--- config.mk ---
export PLATFORM = sky130hd
export DESIGN_NAME = dbi_codec
export DESIGN_NICKNAME = d
export VERILOG_FILES = /design/src/rtl/dbi_pkg.sv /design/src/rtl/dbi_cfg_ctrl.sv /design/src/rtl/dbi_tx_lane.sv /design/src/rtl/dbi_rx_lane.sv /design/src/rtl/dbi_codec.sv
export SDC_FILE = /design/constraint.sdc
export NUM_CORES = 1
export LEC_CHECK = 0
export BUFFER_PORTS_ARGS = -buffer_cell sky130_fd_sc_hd__buf_4
export CORE_ASPECT_RATIO = 1.5
export CORE_MARGIN = 2
export CORE_UTILIZATION = 45
export DETAILED_ROUTE_END_ITERATION = 10
export GPL_TIMING_DRIVEN = 0
export PLACE_DENSITY_LB_ADDON = 0.12
export SLEW_MARGIN = 10
export SYNTH_ARGS = -nofsm -noshare
export SYNTH_HDL_FRONTEND = slang
export SYNTH_HIERARCHICAL = 1
export SYNTH_SLANG_ARGS = --single-unit
--- constraint.sdc ---
create_clock -name clk -period 5.75 [get_ports clk]
set_input_delay 1.4375 -clock clk [delete_from_list [all_inputs] [get_ports clk]]
set_output_delay 1.4375 -clock clk [all_outputs]
set_load 0.01 [all_outputs]
--- src/rtl/dbi_pkg.sv ---
package dbi_pkg;
  localparam int LANE_BITS = 8;
  localparam int MAX_LOW   = (LANE_BITS + 1) / 2;

  function automatic logic [3:0] count_zeros(input logic [LANE_BITS-1:0] b);
    logic [3:0] n;
    n = '0;
    for (int k = 0; k < LANE_BITS; k++) begin
      if (!b[k]) n = n + 4'd1;
    end
    return n;
  endfunction

  function automatic logic wants_invert(input logic [LANE_BITS-1:0] b);
    return count_zeros(b) > 4'(MAX_LOW);
  endfunction
endpackage

--- src/rtl/dbi_cfg_ctrl.sv ---
module dbi_cfg_ctrl (
  input  logic clk,
  input  logic rst_n,
  input  logic cfg_narrow,
  input  logic cfg_wr_inv_en,
  input  logic cfg_rd_inv_en,
  input  logic cfg_mask_en,
  output logic wr_active,
  output logic rd_active,
  output logic cfg_err
);
  logic conflict;

  assign conflict  = cfg_wr_inv_en & cfg_mask_en;
  // masking owns the shared pin, so write inversion yields
  assign wr_active = cfg_wr_inv_en & ~cfg_mask_en & ~cfg_narrow;
  assign rd_active = cfg_rd_inv_en & ~cfg_narrow;

  always_ff @(posedge clk) begin
    if (!rst_n) cfg_err <= 1'b0;
    else        cfg_err <= conflict;
  end
endmodule

--- src/rtl/dbi_tx_lane.sv ---
module dbi_tx_lane
  import dbi_pkg::*;
(
  input  logic                 clk,
  input  logic                 rst_n,
  input  logic                 en,
  input  logic [LANE_BITS-1:0] din,
  output logic [LANE_BITS-1:0] dout,
  output logic                 flag_n
);
  logic do_inv;

  assign do_inv = en & wants_invert(din);

  always_ff @(posedge clk) begin
    if (!rst_n) begin
      dout   <= '0;
      flag_n <= 1'b1;
    end else begin
      dout   <= do_inv ? ~din : din;
      flag_n <= ~do_inv;
    end
  end
endmodule

--- src/rtl/dbi_rx_lane.sv ---
module dbi_rx_lane
  import dbi_pkg::*;
(
  input  logic                 clk,
  input  logic                 rst_n,
  input  logic                 en,
  input  logic [LANE_BITS-1:0] din,
  input  logic                 flag_n,
  output logic [LANE_BITS-1:0] dout
);
  logic restore;

  assign restore = en & ~flag_n;

  always_ff @(posedge clk) begin
    if (!rst_n) dout <= '0;
    else        dout <= restore ? ~din : din;
  end
endmodule

--- src/rtl/dbi_codec.sv ---
module dbi_codec
  import dbi_pkg::*;
#(
  parameter int LANES = 2
) (
  input  logic                       clk,
  input  logic                       rst_n,
  input  logic                       cfg_narrow,
  input  logic                       cfg_wr_inv_en,
  input  logic                       cfg_rd_inv_en,
  input  logic                       cfg_mask_en,
  input  logic                       tx_valid,
  input  logic [LANES*LANE_BITS-1:0] tx_data,
  output logic                       tx_out_valid,
  output logic [LANES*LANE_BITS-1:0] tx_out_data,
  output logic [LANES-1:0]           tx_out_flag_n,
  input  logic                       rx_valid,
  input  logic [LANES*LANE_BITS-1:0] rx_data,
  input  logic [LANES-1:0]           rx_flag_n,
  output logic                       rx_out_valid,
  output logic [LANES*LANE_BITS-1:0] rx_out_data,
  output logic                       cfg_err
);
  logic wr_active;
  logic rd_active;

  dbi_cfg_ctrl u_cfg (
    .clk           (clk),
    .rst_n         (rst_n),
    .cfg_narrow    (cfg_narrow),
    .cfg_wr_inv_en (cfg_wr_inv_en),
    .cfg_rd_inv_en (cfg_rd_inv_en),
    .cfg_mask_en   (cfg_mask_en),
    .wr_active     (wr_active),
    .rd_active     (rd_active),
    .cfg_err       (cfg_err)
  );

  for (genvar g = 0; g < LANES; g++) begin : g_lane
    dbi_tx_lane u_tx (
      .clk    (clk),
      .rst_n  (rst_n),
      .en     (wr_active),
      .din    (tx_data[g*LANE_BITS +: LANE_BITS]),
      .dout   (tx_out_data[g*LANE_BITS +: LANE_BITS]),
      .flag_n (tx_out_flag_n[g])
    );
    dbi_rx_lane u_rx (
      .clk    (clk),
      .rst_n  (rst_n),
      .en     (rd_active),
      .din    (rx_data[g*LANE_BITS +: LANE_BITS]),
      .flag_n (rx_flag_n[g]),
      .dout   (rx_out_data[g*LANE_BITS +: LANE_BITS])
    );
  end

  always_ff @(posedge clk) begin
    if (!rst_n) begin
      tx_out_valid <= 1'b0;
      rx_out_valid <= 1'b0;
    end else begin
      tx_out_valid <= tx_valid;
      rx_out_valid <= rx_valid;
    end
  end
endmodule

### After elaboration in Yosys (flattened, before gate mapping)

Cells that the tools add are included.

* input bits: 42
* output and inout bits: 37
* register bits: 37
* logic and storage cells: 63

* $lt $le $gt $ge: 2
* bitwise operators: 18
* add/subtract/negate cells: 14
* multiplexer cells: 20

Operator list (count)
* $mux W4: 14
* $add A4 B1 Y4 const B: 12
* $mux W8: 4
* $not A8 Y8: 4
* $and A1 B1 Y1: 8
* $gt A4 B3 Y1 const B: 2
* $not A1 Y1: 6
* $add A1 B1 Y2 const B: 2
* $mux W1: 2

### Longest topological paths before layout

* depth in word-level cells: 18
* depth in mapped cells: 22

### Cells and area by module

The synthesis kept the hierarchy.

By module, submodules not included
* dbi_tx_lane: cells an instance 131, sequential area each 180.2 µm², area an instance 1109.8 µm², times used 2
* dbi_rx_lane: cells an instance 34, sequential area each 160.2 µm², area an instance 367.9 µm², times used 2
* dbi_codec: cells an instance 4, sequential area each 40.0 µm², area an instance 52.6 µm², times used 1
* dbi_cfg_ctrl: cells an instance 4, sequential area each 20.0 µm², area an instance 45.0 µm², times used 1

### Worst setup path before layout

No wires, ideal clock.

* path kind: input to register
* start point: input port tx_data[0]
* end point: register g_lane[0].u_tx.dout[0]
* stages on the path: 19
* arrival time: 4891 ps
* path slack: 740 ps
* library setup time: 119 ps
* path through: inv_1 > ha_1 > buf_6 > xnor2_2 > ha_1 > nor2b_1 > a211o_1 > and3_1 > nor3_1 > o22ai_1 > ha_1 > nor2b_1 > a21o_1 > ha_1 > or2b_1 > nand4_1 > o211ai_2 > buf_6 > mux2i_1

* cells in the longest elaborated chain, start to end: 18

Ends and longest elaborated chain
* start, declared: RTL line dbi_codec.sv:13 `input logic [LANES*LANE_BITS-1:0] tx_data,`
* $mux W1: RTL line dbi_pkg.sv:9 `if (!b[k]) n = n + 4'd1;`
* $add A1 B1 Y2: RTL line dbi_pkg.sv:9
* $mux W4: RTL line dbi_pkg.sv:9
* $add A4 B1 Y4: RTL line dbi_pkg.sv:9
* $mux W4: RTL line dbi_pkg.sv:9
* $add A4 B1 Y4: RTL line dbi_pkg.sv:9
* $mux W4: RTL line dbi_pkg.sv:9
* $add A4 B1 Y4: RTL line dbi_pkg.sv:9
* [2 not listed]
* $mux W4: RTL line dbi_pkg.sv:9
* $add A4 B1 Y4: RTL line dbi_pkg.sv:9
* $mux W4: RTL line dbi_pkg.sv:9
* $add A4 B1 Y4: RTL line dbi_pkg.sv:9
* $mux W4: RTL line dbi_pkg.sv:9
* $gt A4 B3 Y1: RTL line dbi_pkg.sv:15 `return count_zeros(b) > 4'(MAX_LOW);`
* $and A1 B1 Y1: RTL line dbi_tx_lane.sv:13 `assign do_inv = en & wants_invert(din);`
* $mux W8 *: RTL line dbi_tx_lane.sv:20 `dout <= do_inv ? ~din : din;`
* end signal, assigned: RTL line dbi_tx_lane.sv:20
* end, declared: RTL line dbi_tx_lane.sv:8 `output logic [LANE_BITS-1:0] dout,`

Every way passes the cells marked *; elsewhere a longest branch is shown, timed or not.
A chain may end at the register's enable or synchronous reset.

### Worst setup path after layout

* start point: input port tx_data[9]
* end point: register g_lane[1].u_tx.dout[2]

* cells in the longest elaborated chain, start to end: 16

Ends and longest elaborated chain (RTL line)
* $mux W4 *: dbi_pkg.sv:9
* $add A4 B1 Y4: dbi_pkg.sv:9
* $mux W4 *: dbi_pkg.sv:9
* $add A4 B1 Y4: dbi_pkg.sv:9
* $mux W4 *: dbi_pkg.sv:9
* $add A4 B1 Y4: dbi_pkg.sv:9
* $mux W4 *: dbi_pkg.sv:9
* $add A4 B1 Y4: dbi_pkg.sv:9
* $mux W4 *: dbi_pkg.sv:9
* $add A4 B1 Y4: dbi_pkg.sv:9
* $mux W4 *: dbi_pkg.sv:9
* $add A4 B1 Y4: dbi_pkg.sv:9
* $mux W4 *: dbi_pkg.sv:9
* $gt A4 B3 Y1 *: dbi_pkg.sv:15
* $and A1 B1 Y1 *: dbi_tx_lane.sv:13
* $mux W8 *: dbi_tx_lane.sv:20
* end signal, assigned: dbi_tx_lane.sv:20
* end, declared: dbi_tx_lane.sv:8

Marks and branches as above.

==> impl_results.md <==
- Worst-margin pin slew: 0.791 ns
- Tcrit/Tclk final: 0.905
- HP Class: in -> reg
- Fillers: ~600
- Placed Cells: about 490
- Nets: roughly 480
- Synthesized Nets: between 300 and 400
- CTS tree: yes
- First-pass GRT wire length: between 10,000 and 15,000 µm
- Post-Syn Instances: 338
- DP HPWL: approximately 5400 µm
- Async set or reset register ratio after synthesis: 0
- Post-synthesis area per instance: ~9 µm²
- Initial core utilization: 0.467
- Min Hold Slack: 1.34 ns
- Relative slew slack: 0.470
- # setup viols final: 0
- CP cell instances: buf_4 > inv_1 > ha_1 > buf_6 > xnor2_2 > ha_1 > nor2b_1 > a211o_1 > and3_1 > nor3_1 > o22ai_1 > ha_1 > nor2b_1 > a21o_1 > ha_1 > or2b_1 > nand4_1 > o211ai_2 > buf_6 > mux2i_1
- Starting DRC count in detailed routing: ~160
- Setup crit start kind: primary input
- Share of cells above drive strength 1: 0.319
- Die area: approximately 7500 µm²
- Highest clock rate: 192 MHz
- Largest net degree at the start of global routing: 34
- I/O pins: 79
- Family with the most delay on the worst path: adder cells
- GRT Overall Usage: 0.190
- Vias in the first global route: around 2,500
- Final WS setup: ~0.55 ns
- CTS Sinks: 37
- Remaining global-route overflow: 0
- Clock Tree Buf Depth: 2
- RSZ-0062 raised after global routing: no
- GP Congestion: about 0.8
- H-tree depth: 2
- Pwr Density: 222 nW/µm²
- CP max stage delay: 0.35 ns
- EDFF count, synth: 0
- Top cell by count, worst path: ha_1
- CP Class: in -> reg
- Max Slew Vio Count: 0
- Post-cts sizing count: 0
- Hold Fails Final Rpt: 0
- CP Data Required Time: between 5 and 6 ns
- Peak VDD IR: between 0.00015 and 0.0002 V
- Post-synthesis register bit count: 37
- Most common flop cell mapped by yosys: dfxtp_1
- Chip width: 71.3 µm
- Router iterations before antenna repair: 4
- WL/cell: around 14 µm
- Register area: 741 µm²
- Cell area after technology mapping: between 3000 and 4000 µm²
- Antenna violations before repair: 0
- Outcome: completed
- Critical Path Fanout Max: 10
- Total CTS buffers: 5
- Netlist cell types: 52
- Ant diodes: 0
- Final min period: 5.20 ns
- TNS Setup: 0 ns
- # DRC: 0
- WP buf/inv: 4
- Final core occ: 0.582
- Via count: around 2,700
- Clock Tree Root: clkbuf_8
- Worst-path clk slew: approximately 0.08 ns
- Post-route insts no fill: roughly 500
- # hold bufs at CTS: 0
- Vias/cell: around 5.4
- Drt total wl: between 6000 and 7000 µm
- Site Rows: 36
- Die height: roughly 100 µm
- Arr. time, crit path: roughly 5.4 ns
- Synth warn: 6
- CP max-delay cell: ha_1
- Core area: 6530 µm²
- Critical path endpoint category: flip-flop
- Fraction of the yosys area taken by sequential cells: 0.243
- LEAKAGE: 0.00169 µW
- Area Overhead vs Synth: 24.5%
- Post-place setup slack: about 0.23 ns
- # port buffers: 74
- Post-CTS Setup Inserts: 0
- Max Cap Viol: 0
- Multi-input gate area: between 2000 and 2500 µm²
- Final ANT Viol Nets: 0
## logic make-up after synthesis
kind of cell,synth area share
AND/OR/NAND/NOR,0.270
multiplexers,0.0656
adder cells (fa/ha/maj),0.0656
AO/OA/AOI/OAI,0.170
XOR/XNOR,0.120
flip-flops,0.243
buffers and inverters,0.0656
## power by group
| part | internal, µW | leakage, µW | switching (µW) | total (µW) |
|---|---|---|---|---|
| Sequential | 277 | 0.000308 | 5.96 | 283 |
| Clock | 97.1 | 0.0000512 | 95.2 | 192 |
| Combinational | 184 | 0.00133 | 184 | 368 |
## routing by layer
| layer | vias up | global-route usage | routed length, µm |
|---|---|---|---|
| met5 | - | 0 | 0 |
| met4 | 0 | 0.0404 | 91 |
| met3 | 13 | 0.0463 | 323 |
| met2 | 64 | 0.350 | 3810 |
| met1 | 1259 | 0.215 | 2770 |
| li1 | 1358 | - | - |
## cell type report
class,count,area share
flip-flops and latches,37,0.195
inverters,20,0.0197
clock inverters,2,0.00362
repair buffers,74,0.146
multi-input cells,263,0.556
clock buffers,6,0.0217
plain buffers,18,0.0329
well taps,76,0.0250
## path summary, 6_finish.rpt
path              startpoint                      to  depth (start not counted)
setup / recovery  tx_data[9]  g_lane[1].u_tx/dout[2]                         20
hold / removal      tx_valid            tx_out_valid                          2
## Yosys cell counts (all sizes together) (3+ instances only)
master   instances  share of area
xnor2           24          0.089
clkbuf           4         0.0049
nand2b          10          0.020
a211o            4          0.011
dfxtp           37           0.24
and2b            4          0.011
nor2b           13          0.027
nor3b            5          0.014
nand4bb         16          0.059
and3             3         0.0061
buf             14          0.036
ha              16          0.066
nor3             6          0.013
o31ai            4         0.0098
inv             20          0.025
xor2             6          0.017
a21o             6          0.015
mux2i           20          0.066
nor2             8         0.0098
o211ai           4          0.013
a2111oi          4          0.016
o21ai           20          0.052
a21oi            6         0.0098
nand2           48          0.059
## placed cells by master, fill, tap and decap left out, types with 8 or more instances in the layout
| cell | synthesis | final |
|---|---|---|
| xnor2_1 | 16 | 16 |
| nand2_1 | 48 | 48 |
| nor2_1 | 8 | 8 |
| nor2b_1 | 13 | 12 |
| dfxtp_1 | 37 | 37 |
| mux2i_1 | 20 | 20 |
| nand4bb_1 | 16 | 16 |
| buf_4 | 2 | 76 |
| xnor2_2 | 8 | 8 |
| o21ai_2 | 16 | 16 |
| ha_1 | 16 | 16 |
| inv_1 | 20 | 20 |
| nand2b_1 | 10 | 10 |
## registers in the layout (all words and copies together), names as in the netlist
name	flops
g_lane.u_rx/dout	16
g_lane.u_tx/dout	16
g_lane.u_tx/flag_n	2
rx_out_valid	1
tx_out_valid	1
u_cfg/cfg_err	1
## stage by stage
step	cell area (µm²)	total power, µW
final	3800	843
after global routing	3800	906
after CTS	3800	855
after detailed placement	3700	658
after global placement	3700	651
after floorplan	3050	552
(Power assumes the default switching activity.)
